### src/rtl/srp_pkg.sv
package srp_pkg;
  typedef enum logic [2:0] {
    ST_IDLE,   // normal flow
    ST_HOLD,   // memory capture deferred, next item steered aside
    ST_MERGE,  // late capture into dummy, side item checked
    ST_JOIN,   // side item merges into dummy
    ST_BUB     // fallback: bubble into dummy, intake stalled
  } rec_st_e;
endpackage

### src/rtl/srp_phase.sv
module srp_phase (
  input  logic clk,
  input  logic rst_n,
  output logic beat
);
  logic half_q;

  always_ff @(posedge clk) begin
    if (!rst_n) half_q <= 1'b0;
    else        half_q <= ~half_q;
  end

  assign beat = ~half_q;
endmodule

### src/rtl/srp_mismatch.sv
module srp_mismatch #(
  parameter int DW = 16
) (
  input  logic          en,
  input  logic          vld,
  input  logic [DW-1:0] live,
  input  logic [DW-1:0] shadow,
  output logic          hit
);
  assign hit = en & vld & (live != shadow);
endmodule

### src/rtl/srp_recov_ctrl.sv
module srp_recov_ctrl
  import srp_pkg::*;
(
  input  logic    clk,
  input  logic    rst_n,
  input  logic    beat,
  input  logic    mm_hit,
  input  logic    sd_hit,
  output rec_st_e st
);
  always_ff @(posedge clk) begin
    if (!rst_n) st <= ST_IDLE;
    else begin
      unique case (st)
        ST_IDLE:  if (!beat && mm_hit) st <= ST_HOLD;
        ST_HOLD:  if (beat) st <= ST_MERGE;
        ST_MERGE: if (!beat) st <= sd_hit ? ST_BUB : ST_JOIN;
        ST_JOIN:  if (beat) st <= ST_IDLE;
        ST_BUB:   if (beat) st <= ST_IDLE;
        default:  st <= ST_IDLE;
      endcase
    end
  end
endmodule

### src/rtl/slack_recovery_pipe.sv
module slack_recovery_pipe
  import srp_pkg::*;
#(
  parameter int            DW      = 16,
  parameter logic [DW-1:0] EX_ADD  = DW'(5),
  parameter logic [DW-1:0] CORRUPT = DW'(1)
) (
  input  logic          clk,
  input  logic          rst_n,
  input  logic          in_valid,
  input  logic [DW-1:0] in_data,
  output logic          in_ready,
  input  logic          fault_in,
  output logic          beat,
  output logic          ret_valid,
  output logic [DW-1:0] ret_data,
  output logic          busy
);
  localparam int NPROBE = 2;  // probe 0: memory stage, probe 1: side stage

  function automatic logic [DW-1:0] exe_fn(input logic [DW-1:0] x);
    return x * DW'(3) + EX_ADD;
  endfunction

  function automatic logic [DW-1:0] mem_fn(input logic [DW-1:0] y);
    return {y[DW-2:0], y[DW-1]};
  endfunction

  rec_st_e st;

  logic          fr_v, dc_v, ex_v, mm_v, sd_v, dm_v;
  logic [DW-1:0] fr_d, dc_d, ex_d, mm_d, sd_d, dm_d;
  logic [DW-1:0] mm_sh, sd_sh;

  logic [NPROBE-1:0] probe_en, probe_v, probe_hit;
  logic [DW-1:0]     probe_live [NPROBE];
  logic [DW-1:0]     probe_sh   [NPROBE];

  // Named internal events, brought out for the checker
  logic ev_detect, ev_hold, ev_late, ev_join, ev_bubble;

  logic          adv_up;
  logic [DW-1:0] ex_res, ex_bad;

  srp_phase u_phase (.clk(clk), .rst_n(rst_n), .beat(beat));

  always_comb begin
    probe_en[0]   = ~beat & (st == ST_IDLE);
    probe_v[0]    = mm_v;
    probe_live[0] = mm_d;
    probe_sh[0]   = mm_sh;
    probe_en[1]   = ~beat & (st == ST_MERGE);
    probe_v[1]    = sd_v;
    probe_live[1] = sd_d;
    probe_sh[1]   = sd_sh;
  end

  for (genvar g = 0; g < NPROBE; g++) begin : g_probe
    srp_mismatch #(.DW(DW)) u_cmp (
      .en(probe_en[g]), .vld(probe_v[g]), .live(probe_live[g]),
      .shadow(probe_sh[g]), .hit(probe_hit[g])
    );
  end

  srp_recov_ctrl u_ctrl (
    .clk(clk), .rst_n(rst_n), .beat(beat),
    .mm_hit(probe_hit[0]), .sd_hit(probe_hit[1]), .st(st)
  );

  assign ev_detect = probe_hit[0];
  assign ev_hold   = beat & (st == ST_HOLD);
  assign ev_late   = ~beat & (st == ST_MERGE);
  assign ev_join   = beat & (st == ST_JOIN);
  assign ev_bubble = beat & (st == ST_BUB);

  assign in_ready = (st != ST_BUB);
  assign busy     = (st != ST_IDLE);
  assign adv_up   = beat & in_ready;
  assign ex_res   = exe_fn(ex_d);
  assign ex_bad   = ex_res ^ ((fault_in & ex_v) ? CORRUPT : '0);

  // Front, decode, execute: advance on full edges unless stalled
  always_ff @(posedge clk) begin
    if (!rst_n) begin
      fr_v <= 1'b0; dc_v <= 1'b0; ex_v <= 1'b0;
      fr_d <= '0;   dc_d <= '0;   ex_d <= '0;
    end else if (adv_up) begin
      fr_v <= in_valid; fr_d <= in_data;
      dc_v <= fr_v;     dc_d <= fr_d;
      ex_v <= dc_v;     ex_d <= dc_d;
    end
  end

  // Memory, side, dummy and retire registers
  always_ff @(posedge clk) begin
    if (!rst_n) begin
      mm_v <= 1'b0; mm_d <= '0; mm_sh <= '0;
      sd_v <= 1'b0; sd_d <= '0; sd_sh <= '0;
      dm_v <= 1'b0; dm_d <= '0;
      ret_valid <= 1'b0; ret_data <= '0;
    end else if (beat) begin
      ret_valid <= dm_v;
      ret_data  <= dm_d;
      unique case (st)
        ST_IDLE, ST_JOIN: begin
          mm_v  <= ex_v;
          mm_d  <= ex_bad;
          mm_sh <= ex_res;
          if (st == ST_JOIN) begin
            dm_v <= sd_v; dm_d <= mem_fn(sd_d);
            sd_v <= 1'b0;
          end else begin
            dm_v <= mm_v; dm_d <= mem_fn(mm_d);
          end
        end
        ST_HOLD: begin
          sd_v  <= ex_v;
          sd_d  <= ex_bad;
          sd_sh <= ex_res;
        end
        ST_BUB: begin
          dm_v  <= 1'b0;
          mm_v  <= sd_v;
          mm_d  <= sd_d;
          mm_sh <= sd_d;
          sd_v  <= 1'b0;
        end
        default: ;
      endcase
    end else begin
      if (probe_hit[0]) mm_d <= mm_sh;
      if (st == ST_MERGE) begin
        dm_v <= mm_v;
        dm_d <= mem_fn(mm_d);
        if (probe_hit[1]) sd_d <= sd_sh;
      end
    end
  end
endmodule

### config.mk
export PLATFORM = sky130hd
export DESIGN_NAME = slack_recovery_pipe
export DESIGN_NICKNAME = d
export VERILOG_FILES = /design/src/rtl/srp_pkg.sv /design/src/rtl/srp_phase.sv /design/src/rtl/srp_mismatch.sv /design/src/rtl/srp_recov_ctrl.sv /design/src/rtl/slack_recovery_pipe.sv
export SDC_FILE = /design/constraint.sdc
export NUM_CORES = 1
export LEC_CHECK = 0
export BUFFER_PORTS_ARGS = -buffer_cell sky130_fd_sc_hd__buf_2
export CORE_ASPECT_RATIO = 1.1
export CORE_MARGIN = 2
export CORE_UTILIZATION = 64
export DETAILED_ROUTE_END_ITERATION = 12
export PLACE_DENSITY_LB_ADDON = 0.25
export SLEW_MARGIN = 5
export SYNTH_ARGS = -nofsm -noshare
export SYNTH_HDL_FRONTEND = slang
export SYNTH_SLANG_ARGS = --single-unit
### constraint.sdc
create_clock -name clk -period 5.4 [get_ports clk]
set_input_delay 1.08 -clock clk [delete_from_list [all_inputs] [get_ports clk]]
set_output_delay 1.08 -clock clk [all_outputs]
set_load 0.01 [all_outputs]
# --- Word level (Yosys, flattened, before mapping) ---
# Cells that the tools add are included.
word_totals:
  regBits: 155
  input_bits: 20
  output_inout_bits: 20
  elab_cells: 89
classes:
  add_sub_neg: 1
  multipliers: 1
  n_eq_ne: 15
  n_mux: 26
  bitwise: 10
  reduce_logical: 18
op_table:
  columns: ["operator", "n"]
  rows:
  - ["two-way mux 16 bit", 10]
  - ["one-hot mux 16 bit (2 select lines)", 2]
  - ["inequality test 16 bit", 2]
  - ["adder 16 x 3 -> 16 bit (second input constant)", 1]
  - ["multiplier 16 x 2 -> 16 bit (second input constant)", 1]
  - ["bitwise XOR 16 x 1 -> 16 bit", 1]
  - ["two-way mux 3 bit", 5]
  - ["one-hot mux 3 bit (4 select lines)", 1]
  - ["AND reduction 2 bit", 5]
  - ["nonzero test 3 bit", 3]
  - ["bitwise AND 1 bit", 8]
  - ["inequality test 2 x 1 -> 1 bit (second input constant)", 4]
  - ["inequality test 2 bit (second input constant)", 4]
  - ["equality test 3 x 2 -> 1 bit (second input constant)", 2]
  - ["AND reduction 3 bit", 2]
  - ["nonzero test 2 bit", 3]
  - ["two-way mux 1 bit", 5]
  - ["one-hot mux 1 bit (2 select lines)", 2]
  - ["AND reduction 4 bit", 1]
  - ["OR reduction 2 bit", 2]
  - ["equality test 3 x 1 -> 1 bit (second input constant)", 1]
  - ["equality test 3 bit (second input constant)", 1]
  - ["logical NOT 3 bit", 1]
  - ["inequality test 3 bit (second input constant)", 1]
  - ["3 further kinds", 3]

# --- Logic depth before layout (Yosys ltp) ---
# Gate-level depths: netlist of the first run.
depth:
  word_depth: 7
  depth_mapped: 10
  ltp_nobuf: 10

# --- Hierarchy ---
# From an unflattened synthesis of the first run, not the netlist that was laid out.
hier_totals:
  hier_cells: 912
  hier_area_um2: 7493.4
modules_own_cells:
  columns: ["mod", "instances", "cells_each", "area_per_inst_um2", "seq_area_each_um2"]
  rows:
  - ["slack_recovery_pipe", 1, 849, 6959.2, 3022.9]
  - ["srp_mismatch", 2, 22, 177.7, 0.0]
  - ["srp_recov_ctrl", 1, 16, 148.9, 60.1]
  - ["srp_phase", 1, 3, 30.0, 20.0]

# --- Worst setup path after synthesis of the first run ---
# No wires, ideal clock.
synth_timing:
  path_kind: "reg-to-reg"
  startpoint: "reg ex_d[1]"
  endpoint: "reg mm_sh[14]"
  setup_time_ps: 132
  arrival_time_ps: 2333
  t_required_ps: 5268
  slack_ps: 2935
  path_stages_with_launch: 11
  path_buffers: 0
  period_less_slack_ps: 2465
  path_cell_list: "dfxtp_1 > inv_1 > ha_1 > inv_1 > ha_1 > a21o_1 > nand3_1 > a211oi_2 > mux2_4 > o311ai_1 > a21oi_1"
synth_via:
  elab_chain_len: 3
synth_rtl:
  columns: ["element", "line_no", "text"]
  rows:
  - ["start: declaration", "slack_recovery_pipe.sv:32", "logic [DW-1:0] fr_d, dc_d, ex_d, mm_d, sd_d, dm_d;"]
  - ["start signal: assignment", "slack_recovery_pipe.sv:86", "fr_d <= '0; dc_d <= '0; ex_d <= '0;"]
  - ["start signal: assignment", "slack_recovery_pipe.sv:90", "ex_v <= dc_v; ex_d <= dc_d;"]
  - ["multiplier 16 x 2 -> 16 bit", "slack_recovery_pipe.sv:22", "return x * DW'(3) + EX_ADD;"]
  - ["adder 16 x 3 -> 16 bit", "slack_recovery_pipe.sv:22", null]
  - ["one-hot mux 16 bit (2 select lines)", "slack_recovery_pipe.sv:104", "unique case (st)"]
  - ["end signal: assignment", "slack_recovery_pipe.sv:108", "mm_sh <= ex_res;"]
  - ["end: declaration", "slack_recovery_pipe.sv:33", "logic [DW-1:0] mm_sh, sd_sh;"]
# Every way passes these cells.
# A chain may end at the register's enable or synchronous reset.

# --- Worst setup path after layout of the first run ---
layout_timing:
  startpoint: "reg u_ctrl.st[2]"
  endpoint: "out in_ready"
layout_via:
  elab_chain_len: 1
layout_rtl:
  columns: ["element", "line_no", "text"]
  rows:
  - ["start: declaration", "srp_recov_ctrl.sv:9", "output rec_st_e st"]
  - ["start signal: assignment", "srp_recov_ctrl.sv:17", "ST_MERGE: if (!beat) st <= sd_hit ? ST_BUB : ST_JOIN;"]
  - ["inequality test 3 bit", "slack_recovery_pipe.sv:76", "assign in_ready = (st != ST_BUB);"]
  - ["end: declaration", "slack_recovery_pipe.sv:12", "output logic in_ready,"]
# Every way passes these cells.

==> results.py, run 1 <==
metrics = {
    "clocking": {
        "clk_transition_reported_paths_ns": 0.06,
        "cts_num_sinks": 155,
        "cts.hold.buffers_added": 0,
        "cts_tree": "built",
        "cts_inserted_buffers": 17,
        "clockBufferDepth": 2,
        "clockRootBuffer": "sky130_fd_sc_hd__clkbuf_16",
        "cts_repair_resize_count": 0,
        "htree_levels": 4,
        "postCtsSetupRepairBufs": 0,
        "worst_skew_pair.late_latency_ns": 0.43,
    },
    "critical_path": {
        "critical-path-max-stage-delay_ns": 0.56,
        "critPathBufInv": 3,
        "flop_to_flop_setup_slack_ns": 2.48,
        "r2r_end": "mm_d[15]",
        "cp_endpoint": "in_ready",
        "timing.critical_path.to_type": "primary output",
        "timing.critical_path.from_type": "register",
        "timing.critical_path.from": "u_ctrl.st[2]",
        "timing.rr.start": "ex_d[2]",
        "crit_family": "buffers and inverters",
        "depth_of_the_worst_register_to_register_path": 8,
        "crit_cells": 4,
        "cp_cell_sequence": "nor3b_4 -> buf_4 -> inv_2 -> buf_2",
        "crit_path_max_fanout": 28,
        "worst_path_arrival_ns": 2.07,
        "cp_slowest_cell": "sky130_fd_sc_hd__dfxtp_1",
        "data_required_critical_path_ns": 4.32,
        "criticalPathCategory": "register to primary output",
    },
    "job": {
        "max_cap_viol_count": 0,
    },
    "die": {
        "initial_utilization": 0.648,
        "die-area_um2": 13000,
        "io_pins": 40,
        "die_width_um": 109,
        "core_region_area_um2": 11900,
        "die_h_um": 119,
        "fp-row-count": 42,
    },
    "power_and_ir_drop": {
        "power.static_leakage_nw": 3.29,
        "share_seq_of_total_power": 0.412,
        "switching_share": 0.308,
        "switching_power_mw": 1.09,
        "vdd_ir_drop_max_mv": 0.235,
        "power_per_cell_area_nw_per_um2": 414,
        "pwr-share-clk": 0.362,
        "internal_power_mw": 2.45,
        "comb_power_share": 0.226,
    },
    "sta": {
        "hold_viol": 0,
        "final-max-slew-violation-count": 0,
        "max_slew_margin": 0.219,
        "period_share": 0.583,
        "final.min_clock_period_ns": 3.15,
        "setup_viol": 0,
        "max_slew.worst_pin.slew_ns": 1.17,
        "rsz0062_at_grt": "false",
        "timing.clock.skew_ns": 0.00767,
        "finalSetupTns_ns": 0,
        "max_clock_freq_ghz": 0.318,
    },
    "synthesis": {
        "seq_area_frac_synth": 0.401,
        "ys_warnings": 0,
        "yosys-top-cells-area": "sky130_fd_sc_hd__dfxtp_1 (40%), sky130_fd_sc_hd__nand2_1 (8.4%), sky130_fd_sc_hd__a21oi_1 (6.2%)",
        "synth_top_cell_area_share": 0.401,
        "synthDistinctLibCells": 70,
        "post_synth_instance_area_um2": 7730,
        "synth_top_cell_by_area": "sky130_fd_sc_hd__dfxtp_1",
        "post_synth.cell_area_avg_um2": 8.19,
        "syn-num-nets": 993,
        "synth_common_cells": "sky130_fd_sc_hd__nand2_1 (173), sky130_fd_sc_hd__dfxtp_1 (155), sky130_fd_sc_hd__a21oi_1 (96)",
        "post-synth-top-count-cell": "sky130_fd_sc_hd__nand2_1",
        "postSynthCellCount": 944,
        "ys_ff_latch": 155,
        "dominantRegCellSynth": "sky130_fd_sc_hd__dfxtp_1",
        "number_of_flops_mapped_to_enable_cells_by_yosys": 0,
        "async_reset_ff_frac": 0,
    },
    "place": {
        "post_dp_cell_area_um2": 7920,
        "port_buffers": 39,
        "place_congestion": 0.891,
        "hpwlAfterDp_um": 11100,
    },
    "routing": {
        "via_count": 6648,
        "avgViaCountPerCell": 5.98,
        "finalWirelength_um": 17300,
        "route.antenna.remaining_nets": 0,
        "drtIter0Drc": 545,
        "drt_drc_violations_left": 0,
        "drt_pass1_iterations": 5,
        "wire_per_inst_um": 15.5,
    },
    "worst_hold_path": {
        "hold_path_class": "register to register",
        "min_delay_path_depth": 2,
        "holdCritStartpoint": "dc_v",
    },
    "final_layout": {
        "layout-drive-gt1-share": 0.105,
        "fin_nets": 996,
        "layout.cell_area.non_filler_um2": 8550,
        "area_delta_synth_final_pct": 10.7,
        "antenna_cells_inserted": 0,
    },
    "status": {
        "outcome": "complete, no violations",
    },
    "grt": {
        "grt_start_max_net_pins": 58,
        "antenna_violations_before_repair": 0,
        "global_route.usage.total": 0.277,
        "grt_pass1_wl_um": 28600,
        "number_of_global_route_vias_before_repair": 5903,
        "grt-ovfl-total": 0,
    },
}
==> registers in the layout, indices dropped and copies added (netlist names) <==
| signal | cells |
|---|---|
| mm_v | 1 |
| ex_v | 1 |
| fr_v | 1 |
| sd_v | 1 |
| dm_d | 16 |
| ret_valid | 1 |
| ex_d | 16 |
| sd_d | 16 |
| dc_d | 16 |
| u_phase.half_q | 1 |
| fr_d | 16 |
| mm_d | 16 |
| mm_sh | 16 |
| sd_sh | 16 |
| dm_v | 1 |
| ret_data | 16 |
| u_ctrl.st | 3 |
| dc_v | 1 |
==> cell families (layout without fill, tap and decap cells) <==
| family | count (synthesis) | count (layout) | synth area share |
|---|---|---|---|
| simple gates | 349 | 349 | 0.196 |
| xor+xnor | 41 | 41 | 0.0465 |
| fa+ha+maj | 29 | 29 | 0.0479 |
| flops | 155 | 155 | 0.401 |
| compound gates | 245 | 245 | 0.202 |
| buf+inv | 78 | 92 | 0.0434 |
| mux | 47 | 47 | 0.0620 |
==> placed cells by master (no fill, tap or decap), types with 3 or more instances in the layout <==
cell type | Yosys | layout
sky130_fd_sc_hd__a31oi_1 | 8 | 8
sky130_fd_sc_hd__o2111ai_1 | 5 | 5
sky130_fd_sc_hd__a211oi_1 | 30 | 30
sky130_fd_sc_hd__nor2_1 | 94 | 92
sky130_fd_sc_hd__nand3_1 | 14 | 14
sky130_fd_sc_hd__or4_1 | 3 | 3
sky130_fd_sc_hd__bufinv_16 | 0 | 4
sky130_fd_sc_hd__o31ai_1 | 5 | 5
sky130_fd_sc_hd__xnor2_1 | 37 | 37
sky130_fd_sc_hd__a21oi_1 | 96 | 96
sky130_fd_sc_hd__nor4_1 | 4 | 4
sky130_fd_sc_hd__nand4_1 | 10 | 10
sky130_fd_sc_hd__clkbuf_8 | 0 | 5
sky130_fd_sc_hd__mux2_2 | 3 | 3
sky130_fd_sc_hd__and2_1 | 6 | 6
sky130_fd_sc_hd__nor3_1 | 13 | 13
sky130_fd_sc_hd__nand2b_1 | 4 | 4
sky130_fd_sc_hd__mux2i_1 | 43 | 43
sky130_fd_sc_hd__xor2_1 | 4 | 4
sky130_fd_sc_hd__buf_4 | 2 | 9
sky130_fd_sc_hd__o22ai_1 | 9 | 9
sky130_fd_sc_hd__or3_1 | 8 | 8
sky130_fd_sc_hd__dfxtp_1 | 155 | 154
sky130_fd_sc_hd__nor2b_1 | 4 | 4
sky130_fd_sc_hd__o21ai_0 | 42 | 41
sky130_fd_sc_hd__and3_1 | 5 | 5
sky130_fd_sc_hd__nand2_1 | 173 | 173
sky130_fd_sc_hd__o21a_1 | 4 | 4
sky130_fd_sc_hd__buf_2 | 16 | 39
sky130_fd_sc_hd__ha_1 | 28 | 28
sky130_fd_sc_hd__clkbuf_16 | 0 | 17
sky130_fd_sc_hd__o211ai_1 | 8 | 8
sky130_fd_sc_hd__inv_1 | 12 | 12
sky130_fd_sc_hd__a311oi_1 | 6 | 6
==> power groups by stage <==
stage	clock network [mW]	registers [mW]	logic, mW
4_1_cts	1.29	1.45	0.799
2_1_floorplan	0	1.44	0.628
6_report	1.28	1.46	0.801
3_3_place_gp	0	1.47	0.775
3_5_place_dp	0	1.48	0.790
5_1_grt	1.33	1.48	0.888
==> per-layer routing <==
layer | routed length, um | vias to the layer above | track usage | part of all wire
met2 | 8230 | 214 | 0.442 | 0.48
met1 | 7620 | 3069 | 0.365 | 0.44
li1 | - | 3323 | - | -
met3 | 936 | 42 | 0.0487 | 0.054
met5 | 0 | - | 0 | 0
met4 | 505 | 0 | 0.121 | 0.029
==> worst reg2reg max path, stage by stage, from the launching register on <==
cell and delay (ns):
sky130_fd_sc_hd__dfxtp_1 0.32, sky130_fd_sc_hd__ha_1 0.30, sky130_fd_sc_hd__ha_1 0.36, sky130_fd_sc_hd__nor2b_1 0.18, sky130_fd_sc_hd__o31ai_1 0.44, sky130_fd_sc_hd__a21boi_0 0.23
sky130_fd_sc_hd__nor4_1 0.74, sky130_fd_sc_hd__a2111oi_2 0.09, sky130_fd_sc_hd__o22ai_1 0.19
==> worst min path at each step <==
stage          slack [ns]       to
2_1_floorplan        0.43  dc_d[0]
5_1_grt              0.46  dc_d[4]
4_1_cts              0.45  dc_d[4]
3_5_place_dp         0.44  ex_d[2]
6_report             0.45     ex_v
3_3_place_gp         0.44  dc_d[7]
==> layout make-up <==
class / instances / area (um^2)
Multi-Input combinational cell: 711 / 4300
Fill cell: 985 / 3380
Sequential cell: 155 / 3100
Clock buffer: 24 / 502
Timing Repair Buffer: 48 / 263
Tap cell: 154 / 193
Clock inverter: 6 / 134
Inverter: 14 / 53.8
==> per-stage QoR <==
stage | worst slack (ns) | power [mW] | instances | utilization | hold WS, ns
after floorplan | 2.93 | 2.06 | 944 | - | 0.432
after global placement | 2.48 | 2.25 | 1082 | 0.664 | 0.437
after detailed placement | 2.43 | 2.27 | 1082 | 0.664 | 0.443
after CTS | 2.27 | 3.55 | 1112 | 0.717 | 0.451
after global routing | 2.17 | 3.70 | 1112 | 0.717 | 0.456
final | 2.25 | 3.54 | 1112 | 0.717 | 0.450
Note: power is estimated with default switching activity, not from simulation.
==> run 2: changes to the inputs <==
--- a/config.mk
+++ b/config.mk
@@ -5,10 +5,11 @@
 export SDC_FILE = /design/constraint.sdc
 export NUM_CORES = 1
 export LEC_CHECK = 0
+export ABC_AREA = 1
 export BUFFER_PORTS_ARGS = -buffer_cell sky130_fd_sc_hd__buf_2
 export CORE_ASPECT_RATIO = 1.1
 export CORE_MARGIN = 2
-export CORE_UTILIZATION = 64
+export CORE_UTILIZATION = 56
 export DETAILED_ROUTE_END_ITERATION = 12
 export PLACE_DENSITY_LB_ADDON = 0.25
 export SLEW_MARGIN = 5
==> constraint.sdc (replaced) <==
create_clock -name clk -period 2.6 [get_ports clk]
set_input_delay 0.52 -clock clk [delete_from_list [all_inputs] [get_ports clk]]
set_output_delay 0.52 -clock clk [all_outputs]
set_load 0.01 [all_outputs]
==> run 2 against run 1 <==
Net effect: die area increased by 16%; sequential power increased by 99%; worst hold slack got worse by 0.13 ns; non-clock buffer count increased by 9; combinational power increased by 87%; final area increased by 2.4%; critical endpoint is now mm_d[9]; clock power increased by 95%; count of clock-buffer cells in the layout decreased by 4; utilization decreased by 7.9 points; wire length increased by 3.0%; synthesized cell count increased by 26%; total power increased by 95%.
==> results.py, run 2 <==
metrics = {
    "sta": {
        "hold_viol": 0,
        "max_slew_margin": 0.646,
        "timing.clock.skew_ns": 0.00919,
        "period_share": 0.927,
        "finalSetupTns_ns": 0,
        "max_clock_freq_ghz": 0.415,
        "final-max-slew-violation-count": 0,
        "max_slew.worst_pin.slew_ns": 0.530,
        "layout_setup_ws_ns": 0.190,
        "setup_viol": 0,
        "final.min_clock_period_ns": 2.41,
    },
    "synthesis": {
        "post_synth_instance_area_um2": 7850,
        "ys_warnings": 0,
        "synth_top_cell_area_share": 0.395,
        "synth_top_cell_by_area": "sky130_fd_sc_hd__dfxtp_1",
        "yosys-top-cells-area": "sky130_fd_sc_hd__dfxtp_1 (40%), sky130_fd_sc_hd__nand2_1 (13%), sky130_fd_sc_hd__nor2_1 (11%)",
        "seq_area_frac_synth": 0.395,
        "dominantRegCellSynth": "sky130_fd_sc_hd__dfxtp_1",
        "post-synth-top-count-cell": "sky130_fd_sc_hd__nand2_1",
        "ys_ff_latch": 155,
        "syn-num-nets": 1239,
        "number_of_flops_mapped_to_enable_cells_by_yosys": 0,
        "synth_common_cells": "sky130_fd_sc_hd__nand2_1 (265), sky130_fd_sc_hd__nor2_1 (224), sky130_fd_sc_hd__dfxtp_1 (155)",
        "post_synth.cell_area_avg_um2": 6.60,
        "synthDistinctLibCells": 32,
        "async_reset_ff_frac": 0,
        "postSynthCellCount": 1190,
    },
    "final_layout": {
        "layout.cell_area.non_filler_um2": 8760,
        "layout-drive-gt1-share": 0.0917,
        "post-route-util": 0.638,
        "fillCellCount": 1321,
        "antenna_cells_inserted": 0,
        "fin_nets": 1257,
        "area_delta_synth_final_pct": 11.6,
        "final_cell_mix": "sky130_fd_sc_hd__nand2_1 (264), sky130_fd_sc_hd__nor2_1 (224), sky130_fd_sc_hd__dfxtp_1 (154)",
        "mostFrequentLayoutCell": "sky130_fd_sc_hd__nand2_1",
    },
    "job": {
        "max_cap_viol_count": 0,
    },
    "die": {
        "die_h_um": 128,
        "die-area_um2": 15000,
        "fp-row-count": 45,
        "core_region_area_um2": 13700,
        "initial_utilization": 0.571,
        "die_width_um": 117,
        "io_pins": 40,
    },
    "critical_path": {
        "timing.critical_path.to_type": "register",
        "data_required_critical_path_ns": 2.92,
        "criticalPathCategory": "register to register",
        "crit_path_max_fanout": 4,
        "timing.critical_path.from_type": "register",
        "flop_to_flop_setup_slack_ns": 0.19,
        "worst_path_arrival_ns": 2.73,
        "timing.critical_path.from": "ex_d[1]",
        "r2r_end": "mm_d[9]",
        "depth_of_the_worst_register_to_register_path": 12,
        "timing.rr.start": "ex_d[1]",
    },
    "place": {
        "hpwlAfterDp_um": 12000,
        "post_dp_cell_area_um2": 8160,
        "setup_slack_at_placement_ns": 0.252,
        "port_buffers": 39,
        "place_congestion": 0.884,
    },
    "clocking": {
        "clockBufferDepth": 2,
        "clockRootBuffer": "sky130_fd_sc_hd__clkbuf_16",
        "worst_skew_pair.late_latency_ns": 0.42,
        "htree_levels": 4,
        "cts_tree": "built",
        "cts.hold.buffers_added": 0,
        "cts_num_sinks": 155,
        "cts_inserted_buffers": 17,
        "clk_transition_reported_paths_ns": 0.06,
    },
    "grt": {
        "antenna_violations_before_repair": 0,
        "number_of_global_route_vias_before_repair": 6347,
        "grt_pass1_wl_um": 30000,
        "grt-ovfl-total": 0,
        "global_route.usage.total": 0.251,
        "grt_start_max_net_pins": 50,
    },
    "power_and_ir_drop": {
        "vdd_ir_drop_max_mv": 0.506,
        "power_per_cell_area_nw_per_um2": 787,
        "power_mw": 6.89,
        "power.static_leakage_nw": 4.26,
    },
    "routing": {
        "avgViaCountPerCell": 5.15,
        "wire_length_the_detailed_router_placed_on_met1_um": 8150,
        "maxUsedRoutingLayer": "met4",
        "drt_pass1_iterations": 5,
        "met3WireLength_um": 778,
        "drt_drc_violations_left": 0,
        "wire_per_inst_um": 12.6,
        "drtIter0Drc": 452,
        "wl_met2_um": 8380,
        "finalWirelength_um": 17800,
        "via_count": 7251,
        "route.antenna.remaining_nets": 0,
    },
    "worst_hold_path": {
        "min_delay_worst_endpoint": "fr_d[4]",
        "holdCritStartpoint": "in_data[4]",
        "hold_path_class": "input port to register",
        "min_delay_path_depth": 3,
    },
    "status": {
        "outcome": "complete, no violations",
    },
}
run 2: kinds of logic after synthesis:
kind of cell / Yosys count / share of synthesized area
fa+ha+maj: 29 / 0.0472
simple gates: 555 / 0.280
buf+inv: 191 / 0.0964
compound gates: 246 / 0.166
mux: 1 / 0.00127
xor+xnor: 13 / 0.0145
flops: 155 / 0.395
run 2: timing repair:
item / 4_1_cts / 5_1_grt
buffers inserted: 0 / 1
resized for setup: 0 / 1
endpoints found under the setup margin: 0 / 6
run 2: worst max path at each step:
stage | end | slack, ns | depth (start not counted)
after detailed placement | mm_sh[11] | 0.25 | 14
final | mm_d[9] | 0.19 | 12
after floorplan | mm_sh[15] | 0.45 | 14
after CTS | mm_d[9] | 0.19 | 12
after global placement | mm_sh[15] | 0.30 | 14
after global routing | mm_sh[15] | -0.007 | 14
run 2: per-layer routing:
| layer | vias up | GRT usage |
|---|---|---|
| met3 | 39 | 0.0440 |
| met4 | 0 | 0.0990 |
| met1 | 3194 | 0.329 |
| met5 | - | 0 |
| met2 | 191 | 0.407 |
| li1 | 3827 | - |
run 2: power breakdown:
part           leakage, nW  switching, mW  internal [mW]
Clock                0.285           1.01           1.47
Sequential            1.28          0.224           2.68
Combinational         2.70          0.956          0.546
run 2: final cells by class:
type / instances / area [um^2] / area share
inverter: 133 / 499 / 0.0570
timing repair buffer: 57 / 333 / 0.0380
clock inverter: 12 / 139 / 0.0159
multi-input combinational: 844 / 3990 / 0.456
tap: 188 / 235 / 0.0268
clock buffer: 20 / 457 / 0.0521
sequential: 155 / 3100 / 0.354
run 2: worst max-delay path, stage by stage (launching register included):
cell                       delay (ns)
sky130_fd_sc_hd__dfxtp_1         0.33
sky130_fd_sc_hd__inv_1           0.07
sky130_fd_sc_hd__ha_1            0.34
sky130_fd_sc_hd__fa_1            0.46
sky130_fd_sc_hd__nand3b_1        0.22
sky130_fd_sc_hd__nand2_2         0.13
sky130_fd_sc_hd__nand2_1         0.08
sky130_fd_sc_hd__nand4_1         0.07
sky130_fd_sc_hd__nand2_1         0.10
sky130_fd_sc_hd__o21ai_0         0.26
sky130_fd_sc_hd__nor2_1          0.07
sky130_fd_sc_hd__nor2_1          0.12
sky130_fd_sc_hd__nor2_1          0.05
run 2: stage by stage:
step	std cells	hold slack, ns
2_1_floorplan	1190	0.450
3_3_place_gp	1376	0.456
3_5_place_dp	1376	0.464
4_1_cts	1408	0.304
5_1_grt	1409	0.314
6_report	1409	0.315
